File: config.mk
export PLATFORM = sky130hd
export DESIGN_NAME = lsm_seq
export DESIGN_NICKNAME = d
export VERILOG_FILES = /design/src/rtl/lsm_seq.sv
export SDC_FILE = /design/constraint.sdc
export NUM_CORES = 1
export LEC_CHECK = 0
export ABC_AREA = 1
export BUFFER_PORTS_ARGS = -buffer_cell sky130_fd_sc_hd__buf_4
export CELL_PAD_IN_SITES_DETAIL_PLACEMENT = 0
export CELL_PAD_IN_SITES_GLOBAL_PLACEMENT = 1
export CORE_ASPECT_RATIO = 1.1
export CORE_UTILIZATION = 28
export DETAILED_ROUTE_END_ITERATION = 10
export PLACE_DENSITY = 0.78
export RECOVER_POWER = 100
export SYNTH_ARGS = -nofsm -noshare
export SYNTH_HDL_FRONTEND = slang
export SYNTH_SLANG_ARGS = --single-unit
File: constraint.sdc
create_clock -name clk -period 3.14 [get_ports clk]
set_input_delay 0.314 -clock clk [delete_from_list [all_inputs] [get_ports clk]]
set_output_delay 0.314 -clock clk [all_outputs]
set_load 0.01 [all_outputs]
File: src/rtl/lsm_seq.sv
module lsm_seq #(
  parameter int AW   = 32,
  parameter int DW   = 32,
  parameter int NREG = 16,
  localparam int IW    = $clog2(NREG),
  localparam int BYTES = DW / 8
) (
  input  logic            clk,
  input  logic            rst_n,
  input  logic            req_valid,
  input  logic            req_load,
  input  logic [AW-1:0]   req_base,
  input  logic [NREG-1:0] req_list,
  output logic            ex_stall,
  output logic            xfer_busy,
  output logic            miss_pending,
  output logic            cache_req,
  output logic            cache_we,
  output logic            cache_pair,
  output logic [AW-1:0]   cache_addr,
  output logic [2*DW-1:0] cache_wdata,
  input  logic            cache_hit,
  input  logic [2*DW-1:0] cache_rdata,
  input  logic            fill_valid,
  input  logic [2*DW-1:0] fill_data,
  output logic [IW-1:0]   rf_ridx0,
  output logic [IW-1:0]   rf_ridx1,
  input  logic [DW-1:0]   rf_rdata0,
  input  logic [DW-1:0]   rf_rdata1,
  output logic [1:0]      wb_en,
  output logic [IW-1:0]   wb_idx0,
  output logic [IW-1:0]   wb_idx1,
  output logic [2*DW-1:0] wb_data
);

  function automatic logic [IW-1:0] enc(input logic [NREG-1:0] oh);
    enc = '0;
    for (int i = 0; i < NREG; i++)
      if (oh[i]) enc = IW'(i);
  endfunction

  logic            active, act_load;
  logic [NREG-1:0] rem;
  logic [AW-1:0]   cur_addr;
  logic            slot_v, slot_pair;
  logic [IW-1:0]   slot_i0, slot_i1;

  logic [NREG-1:0] src_list, low1, rest1, low2, left;
  logic [AW-1:0]   src_addr;
  logic            src_load, two, want, blocked, beat_done, accept;

  assign src_list = active ? rem      : req_list;
  assign src_addr = active ? cur_addr : req_base;
  assign src_load = active ? act_load : req_load;

  assign low1  = src_list & (~src_list + 1'b1);
  assign rest1 = src_list & ~low1;
  assign low2  = rest1 & (~rest1 + 1'b1);
  assign two   = |rest1;
  assign left  = two ? (rest1 & ~low2) : rest1;

  assign want      = active || (req_valid && |req_list);
  assign cache_req = want && !fill_valid;
  assign cache_we  = cache_req && !src_load;
  assign blocked   = src_load && !cache_hit && slot_v;
  assign beat_done = cache_req && !blocked;
  assign accept    = req_valid && !active && (~|req_list || beat_done);
  assign ex_stall  = req_valid && !accept;

  assign cache_pair  = two;
  assign cache_addr  = src_addr;
  assign rf_ridx0    = enc(low1);
  assign rf_ridx1    = enc(low2);
  assign cache_wdata = {two ? rf_rdata1 : {DW{1'b0}}, rf_rdata0};

  assign xfer_busy    = active;
  assign miss_pending = slot_v;

  always_ff @(posedge clk) begin
    if (!rst_n) begin
      active    <= 1'b0;
      act_load  <= 1'b0;
      rem       <= '0;
      cur_addr  <= '0;
      slot_v    <= 1'b0;
      slot_pair <= 1'b0;
      slot_i0   <= '0;
      slot_i1   <= '0;
      wb_en     <= '0;
      wb_idx0   <= '0;
      wb_idx1   <= '0;
      wb_data   <= '0;
    end else begin
      if (beat_done) begin
        rem      <= left;
        cur_addr <= src_addr + AW'(two ? 2*BYTES : BYTES);
        active   <= |left;
        act_load <= src_load;
      end
      wb_en <= '0;
      if (fill_valid && slot_v) begin
        wb_en   <= {slot_pair, 1'b1};
        wb_idx0 <= slot_i0;
        wb_idx1 <= slot_i1;
        wb_data <= fill_data;
        slot_v  <= 1'b0;
      end else if (beat_done && src_load && cache_hit) begin
        wb_en   <= {two, 1'b1};
        wb_idx0 <= rf_ridx0;
        wb_idx1 <= rf_ridx1;
        wb_data <= cache_rdata;
      end
      if (beat_done && src_load && !cache_hit) begin
        slot_v    <= 1'b1;
        slot_pair <= two;
        slot_i0   <= rf_ridx0;
        slot_i1   <= rf_ridx1;
      end
    end
  end

endmodule

# Word-level counts from Yosys, hierarchy flattened
# Cells that the tools add are included.
# word_totals
word_cells,96
output_inout_bits,184
latchBits,0
n_memories,0
regBits,134
ramBits,0
inputBits,246
romBits,0
# classes
magnitude_cmp,0
multipliers,0
n_addsub,3
div_mod_pow,0
mux,46
shifts,0
eq_ne,0
n_reduce_logical,27
bitwise,8
# ops
op,count
$mux 4,33
$mux 64,2
$and 16x16->16,4
$mux 32,2
$not 16->16,4
$reduce_or 16->1,3
$add 16x1->16 const B,2
$add 32x4->32,1
$mux 16,2
$logic_and 1x1->1,13
$logic_not 1->1,7
$mux 1,5
$mux 2,2
$reduce_bool 2->1,2
$logic_or 1x1->1,2

# Depth between registers and ports, before layout
# Gate-level depths: netlist of run 1.
# logic_depth
word_depth,26
depth_mapped,29
depth_no_buf,25

# Least setup slack after synthesis of run 1
# No wires, ideal clock.
# synth_path
path_type,register to register
start,"register active, in the netlist xfer_busy"
end,register cur_addr[29]
path_stages_with_launch,26
synth_period_minus_slack_ps,3449
arrival_ps,3334
setup_time_ps,115
path_slack_ps,-309
path_buffers,3
required_ps,3025
cell_sequence,dfxtp_1 buf_6 inv_4 buf_6 nand2_2 nand3_4 nor2_2 nor2_1 nor2_4 nand3_4 nor2_4 nand3_2 nor2_4 inv_2 buf_6 ha_1 a21oi_1 nor2_2 nand3_2 nor2_2 nand2_2 nor2_4 nand4_1 xnor2_1 o21ai_0 inv_1
# synth_between
elab_chain_len,9
elab_cells_between_ends,17
cone_classes,2 x add/sub; 4 x mux; 4 x bitwise; 7 x reduce/logical
# synth_rtl
element,line_no,text
"start, declared",42,"logic active, act_load;"
"start signal, assigned",97,active <= |left;
$mux 16 *,52,assign src_list = active ? rem : req_list;
$not 16->16,56,assign low1 = src_list & (~src_list + 1'b1);
$add 16x1->16,56,
$and 16x16->16,56,
$not 16->16,57,assign rest1 = src_list & ~low1;
$and 16x16->16 *,57,
$reduce_or 16->1 *,59,assign two = |rest1;
net cache_pair,19,"output logic cache_pair,"
$mux 4 *,96,cur_addr <= src_addr + AW'(two ? 2*BYTES : BYTES);
$add 32x4->32 *,96,
"end signal, assigned",96,
"end, declared",44,logic [AW-1:0] cur_addr;
# The timed path passes the listed nets; every way through them passes the cells marked *.
# A chain may end at the register's enable or synchronous reset.

# Worst setup path after layout of run 1
# layout_path
start,"register active, in the netlist xfer_busy"
end,register cur_addr[18]
# layout_between
elab_chain_len,9
elab_cells_between_ends,17
cone_classes,2 x add/sub; 4 x mux; 4 x bitwise; 7 x reduce/logical
# layout_rtl
element,line_no
$mux 16,52
$not 16->16,56
$add 16x1->16,56
$and 16x16->16,56
$not 16->16,57
$and 16x16->16,57
$reduce_or 16->1,59
$mux 4,96
$add 32x4->32,96
# Parallel ways exist; a longest one is shown, timed or not.

==> impl_metrics.toml, run 1 <==
[synthesis]
synth_cells = 1265
synth_area_per_cell_um2 = 6.62
synth_cell_types = 46
synth_ff_type = "dfxtp_1"
synthesis.nets = 1514
synth_warnings = 0
synth_edf_count = 0
ys_seq_elements = 133
ys_seq_area_share_pct = 31.8
mappedNetlistArea_um2 = 8370
async_reset_ff_share_pct = 0

[final_layout]
area.growth.synth_to_final_pct = 47.3
final_cell_area_um2 = 12300
final_nets = 1912
drive_above_1_share_pct = 31.8
fill_cells = 3180
layout_common_cells = "buf_4, nand2_1, nor2_1"
final_common_cell = "buf_4"

[power_and_ir_drop]
combPwrFrac_pct = 26.9
p_clk_share_pct = 38.1
leakagePower_nw = 6.42
pwr-share-seq_pct = 35.0
p_int_mw = 3.59
peakVddDrop_mv = 0.277
p_sw_mw = 1.75
power_density_nw_per_um2 = 433
p_sw_share_pct = 32.8

[timing]
slew_headroom_pct = 41.3
worst_pin_slew_ns = 0.879
finalMaxSlewViolations = 0
timing.hold.ws_ns = 0.193
final.period_utilization_pct = 108
rsz0062_at_grt = "true"
final_hold_viol_count = 0
fmax_mhz = 295
setup_slack_ns = -0.255
setup_viol = 36
skew_ns = 0.0176
period_needed_ns = 3.39

[place]
hpwl_um = 25700
place_area_um2 = 11700
gp_congestion = 0.902
io_buffers = 365

[setup_path]
crit_arrival_ns = 3.72
critPathKind = "reg -> reg"
end_kind = "flop"
start_kind = "flop"
crit_required_ns = 3.47
crit_fanout = 7

[clocking]
clkLatencyLatePin_ns = 0.42
cts-hold-fix-buffers = 0
clock_tree.root_cell = "clkbuf_16"
clkSlewWorstSetupHoldPaths_ns = 0.07
cts_max_level = 4
cts_buffer_depth = 2
cts_tree = "built"
numCtsBuffers = 17
cts.sinks = 133

[drt]
drt_pre_antenna_iters = 5
met3_length_um = 1540
viasPerCell = 4.61
wl_per_cell_um = 16.1
dr_wl_met2_um = 16400
dr_total_vias = 9457
dr.first_iter.drc_count = 566
wl_met1_um = 14100
remaining_drc_errors = 0
routed_wl_um = 32900
dr.max_layer_used = "met4"
ant_nets = 0

[floorplan]
die_h_um = 183
fp.coreArea_um2 = 29500
die_w_um = 167
ios = 430
dieArea_um2 = 30600
num_rows = 66
initial_utilization_pct = 28.4

[global_route]
grt_max_degree = 70
grt_pass1_vias = 9228
grt.overflow.total = 0
antenna_found_initial = 1
grt_pass1_wl_um = 50700
grt_usage_pct = 21.2

[run_status]
run_status = "finished, violations left"
violations = "negative setup slack"

[job]
max-cap-violations = 0

[min_path]
min_path_type = "in -> reg"
metrics by stage:
step / std cells / setup slack [ns] / power [mW] / utilization [%] / TNS (ns)
floorplan: 1265 / -0.216 / 2.66 / - / -1.08
finish: 2051 / -0.255 / 5.34 / 41.8 / -4.31
global placement: 1991 / -0.244 / 3.36 / 39.8 / -2.69
CTS: 2050 / -0.270 / 5.48 / 43.1 / -6.90
detailed placement: 1991 / -0.350 / 3.37 / 39.8 / -4.50
global route: 2051 / -0.503 / 5.62 / 41.8 / -26.90
logic make-up (layout without fill, tap and decap cells):
group / count (synthesis) / in the layout / share of synthesized area [%]
xor+xnor: 22 / 22 / 2.30
simple gates: 562 / 562 / 29.1
flops: 133 / 133 / 31.8
buf+inv: 260 / 671 / 14.3
compound gates: 285 / 285 / 21.9
fa+ha+maj: 3 / 3 / 0.538
other cells: 0 / 1 / 0
metal layers:
layer / up-vias / track usage, %
li1: 4847 / -
met1: 4296 / 25.6
met2: 263 / 37.4
met3: 51 / 4.04
met4: 0 / 7.22
met5: - / 0
synthesized netlist by cell type, types with 8 or more instances:
library cell  instances  share of area, %
o21ai_1               9              0.54
dfxtp_1             133                32
o21ai_0             127               7.6
nand2_1             257                12
inv_1               136               6.1
a21oi_1              59               3.5
nand3_1              32               1.9
buf_4                33               3.0
nand2_2              17               1.3
o211a_1              64               7.7
nand4_1              16               1.2
inv_2                21              0.94
clkbuf_1             36               1.6
nor2_1              196               8.8
buf_6                 8               1.1
buf_2                21               1.3
xor2_1               17               1.8
nor2_2               10              0.75
power by group through the flow:
stage | clock [mW] | sequential [mW] | combinational [mW]
finish | 2.04 | 1.87 | 1.44
global route | 2.16 | 1.88 | 1.58
CTS | 2.09 | 1.87 | 1.52
detailed placement | 0 | 1.90 | 1.46
global placement | 0 | 1.90 | 1.46
floorplan | 0 | 1.92 | 0.744
worst max-delay path: stages, from the launching register on:
cell	delay, ns
dfxtp_4	0.40
buf_12	0.15
nand2_2	0.09
nand3_4	0.11
nor2_4	0.28
nand2_2	0.10
nand2_2	0.10
nand3_2	0.10
nor2_4	0.12
nand3_2	0.11
nor2_4	0.18
ha_4	0.16
fa_2	0.20
nand2_2	0.08
nor2_4	0.14
nand2_2	0.08
buf_4	0.15
buf_12	0.12
nor4_4	0.15
buf_4	0.15
xor2_1	0.13
nand2_1	0.06
a21oi_1	0.12
final timing paths:
check	start	to	slack, ns	cells past startpoint
max	xfer_busy	cur_addr[18]	-0.25	22
min	rst_n	cur_addr[1]	0.19	3
max reg2reg	xfer_busy	cur_addr[18]	-0.25	22
min reg2reg	cur_addr[0]	cur_addr[0]	0.45	2
repair_timing:
| action | in CTS | in global routing |
|---|---|---|
| setup endpoints to repair | 56 | 62 |
| resized for setup | 53 | 9 |
| gates cloned | 1 | 0 |
| setup buffers | 26 | 0 |
| pin swaps | 18 | 2 |
state kept, by name, summed over array words and instances (netlist names):
signal        flops
wb_data          64
xfer_busy         1
wb_idx0           4
rem              15
slot_i1           4
wb_idx1           4
slot_pair         1
cur_addr         32
wb_en             2
slot_i0           4
miss_pending      1
act_load          1
cell type report:
class                   count  area, µm²  area share [%]
well taps                 374        468            3.80
clock buffers              18        439            3.56
clock inverters            14        155            1.26
diodes                      1       2.50          0.0203
multi-input cells         872       4690            38.0
inverters                 160        616            4.99
repair buffers            479       3290            26.7
flip-flops and latches    133       2670            21.6
Note: power is estimated with default switching activity, not from simulation.
==> run 2, diff against run 1 <==
==> constraint.sdc (replaced) <==
create_clock -name clk -period 3.14 [get_ports clk]
set_input_delay 0.157 -clock clk [delete_from_list [all_inputs] [get_ports clk]]
set_output_delay 0.157 -clock clk [all_outputs]
set_load 0.01 [all_outputs]
==> impl_metrics.toml, run 2 (synthesized netlist as in run 1, its figures left out) <==
[clocking]
clkLatencyLatePin_ns = 0.42
cts_max_level = 4
clock_tree.root_cell = "clkbuf_16"
cts.sinks = 133
cts_tree = "built"
numCtsBuffers = 17
cts-hold-fix-buffers = 0
clkSlewWorstSetupHoldPaths_ns = 0.07
cts_buffer_depth = 2

[timing]
skew_ns = 0.0144
fmax_mhz = 303
slew_headroom_pct = 32.0
setup_viol = 18
final_hold_viol_count = 0
worst_pin_slew_ns = 1.02
period_needed_ns = 3.30
final.period_utilization_pct = 105
setup_slack_ns = -0.156
finalMaxSlewViolations = 0
rsz0062_at_grt = "true"
timing.hold.ws_ns = 0.127

[final_layout]
final_nets = 1900
final_cell_area_um2 = 12500
final_common_cell = "buf_4"
fin_util_pct = 42.3
area.growth.synth_to_final_pct = 48.8
largestRegisters = "wb_data x64, cur_addr x32, rem x15"
drive_above_1_share_pct = 33.8
top_register = "wb_data"
layout_common_cells = "buf_4, nand2_1, nor2_1"
largest_register_ffs = 64

[drt]
dr.first_iter.drc_count = 552
remaining_drc_errors = 0
routed_wl_um = 33200
ant_nets = 0
viasPerCell = 4.62
drt_pre_antenna_iters = 6
dr_total_vias = 9419
wl_per_cell_um = 16.3

[power_and_ir_drop]
leakagePower_nw = 6.50
p_sw_share_pct = 34.0
p_int_mw = 3.51
power.total_mw = 5.31
combPwrFrac_pct = 27.8
power_density_nw_per_um2 = 427
peakVddDrop_mv = 0.297
pwr-share-seq_pct = 35.2
p_sw_mw = 1.80
p_clk_share_pct = 37.0

[setup_path]
start_kind = "flop"
r2r-start = "xfer_busy"
crit_arrival_ns = 3.66
r2r_setup_slack_ns = -0.16
crit_fanout = 8
rr_endpoint = "cur_addr[25]"
r2r_cells = 24
cp-startpoint = "xfer_busy"
crit_required_ns = 3.51
endpoint = "cur_addr[25]"
end_kind = "flop"
critPathKind = "reg -> reg"

[place]
hpwl_um = 25500
gp_congestion = 0.901
io_buffers = 365
place_area_um2 = 11700

[floorplan]
die_w_um = 167
fp.coreArea_um2 = 29500
dieArea_um2 = 30600
ios = 430
num_rows = 66
die_h_um = 183
initial_utilization_pct = 28.4

[global_route]
grt_max_degree = 112
grt_pass1_wl_um = 50300
grt.overflow.total = 0
grt_pass1_vias = 8896
antenna_found_initial = 1
grt_usage_pct = 21.1

[job]
max-cap-violations = 0

[run_status]
run_status = "finished, violations left"
violations = "negative setup slack"

[min_path]
min_path_type = "in -> reg"
holdPathStages = 4
-- run 2: worst max-delay path, cell delays in order, from the launching register on --
cell and delay, ns:
dfxtp_4 0.47, buf_6 0.14, nand2_1 0.07, nand2_2 0.08
nand2_1 0.09, nor2_4 0.20, nand3_4 0.11, nand2_4 0.10
nand2_4 0.06, nor2_4 0.13, nand3_4 0.10, nor2_4 0.18
inv_4 0.07, ha_4 0.26, a21oi_2 0.05, nor2_2 0.12
nand3_2 0.11, nor2_4 0.16, nand2_4 0.08, nor2_4 0.13
nand3_2 0.12, nor2_2 0.12, xor2_1 0.15, o21ai_1 0.07
inv_1 0.06
-- run 2: final cells by class --
type,count,area (µm²)
fillers,3176,17000
multi-input cells,872,4830
repair buffers,466,3300
flip-flops and latches,133,2670
inverters,160,618
well taps,374,468
clock buffers,17,425
clock inverters,15,140
repair inverters,1,8.76
diodes,1,2.50
-- run 2: worst min path at each step --
stage                                from         endpoint  slack (ns)
after global routing      cache_rdata[59]      wb_data[59]        0.14
after global placement      rf_rdata0[13]  cache_wdata[13]        0.31
after CTS                 cache_rdata[30]      wb_data[30]        0.11
after floorplan                fill_valid     miss_pending        0.34
after detailed placement    rf_rdata0[13]  cache_wdata[13]        0.31
final                     cache_rdata[44]      wb_data[44]        0.13
-- run 2: per-layer routing --
metal	global-route usage (%)	routed length (µm)	up-vias	share of wire, %
li1	-	-	4817	-
met1	26.5	14600	4304	44
met2	36.3	16200	254	49
met3	3.86	1600	44	4.8
met4	7.26	759	0	2.3
met5	0	0	-	0
-- run 2: power groups by stage --
stage	logic, mW	clock network [mW]	registers (mW)
6_report	1.48	1.97	1.87
2_1_floorplan	0.744	0	1.92
3_3_place_gp	1.45	0	1.91
4_1_cts	1.49	2.03	1.87
5_1_grt	1.62	2.09	1.89
3_5_place_dp	1.45	0	1.91
-- run 2: timing repair --
item                       4_1_cts  5_1_grt
pin swaps                       24       19
gates cloned                     0        1
buffers inserted                 8       10
setup endpoints to repair       23       48
resized for setup               41       39
-- run 2: per-stage QoR --
stage          std cells  worst slack (ns)  TNS [ns]
3_5_place_dp        1987            -0.358     -4.72
4_1_cts             2027            -0.182     -1.75
5_1_grt             2039            -0.356     -6.05
6_report            2039            -0.156     -1.45
3_3_place_gp        1987            -0.272     -2.62
2_1_floorplan       1265            -0.216     -1.08
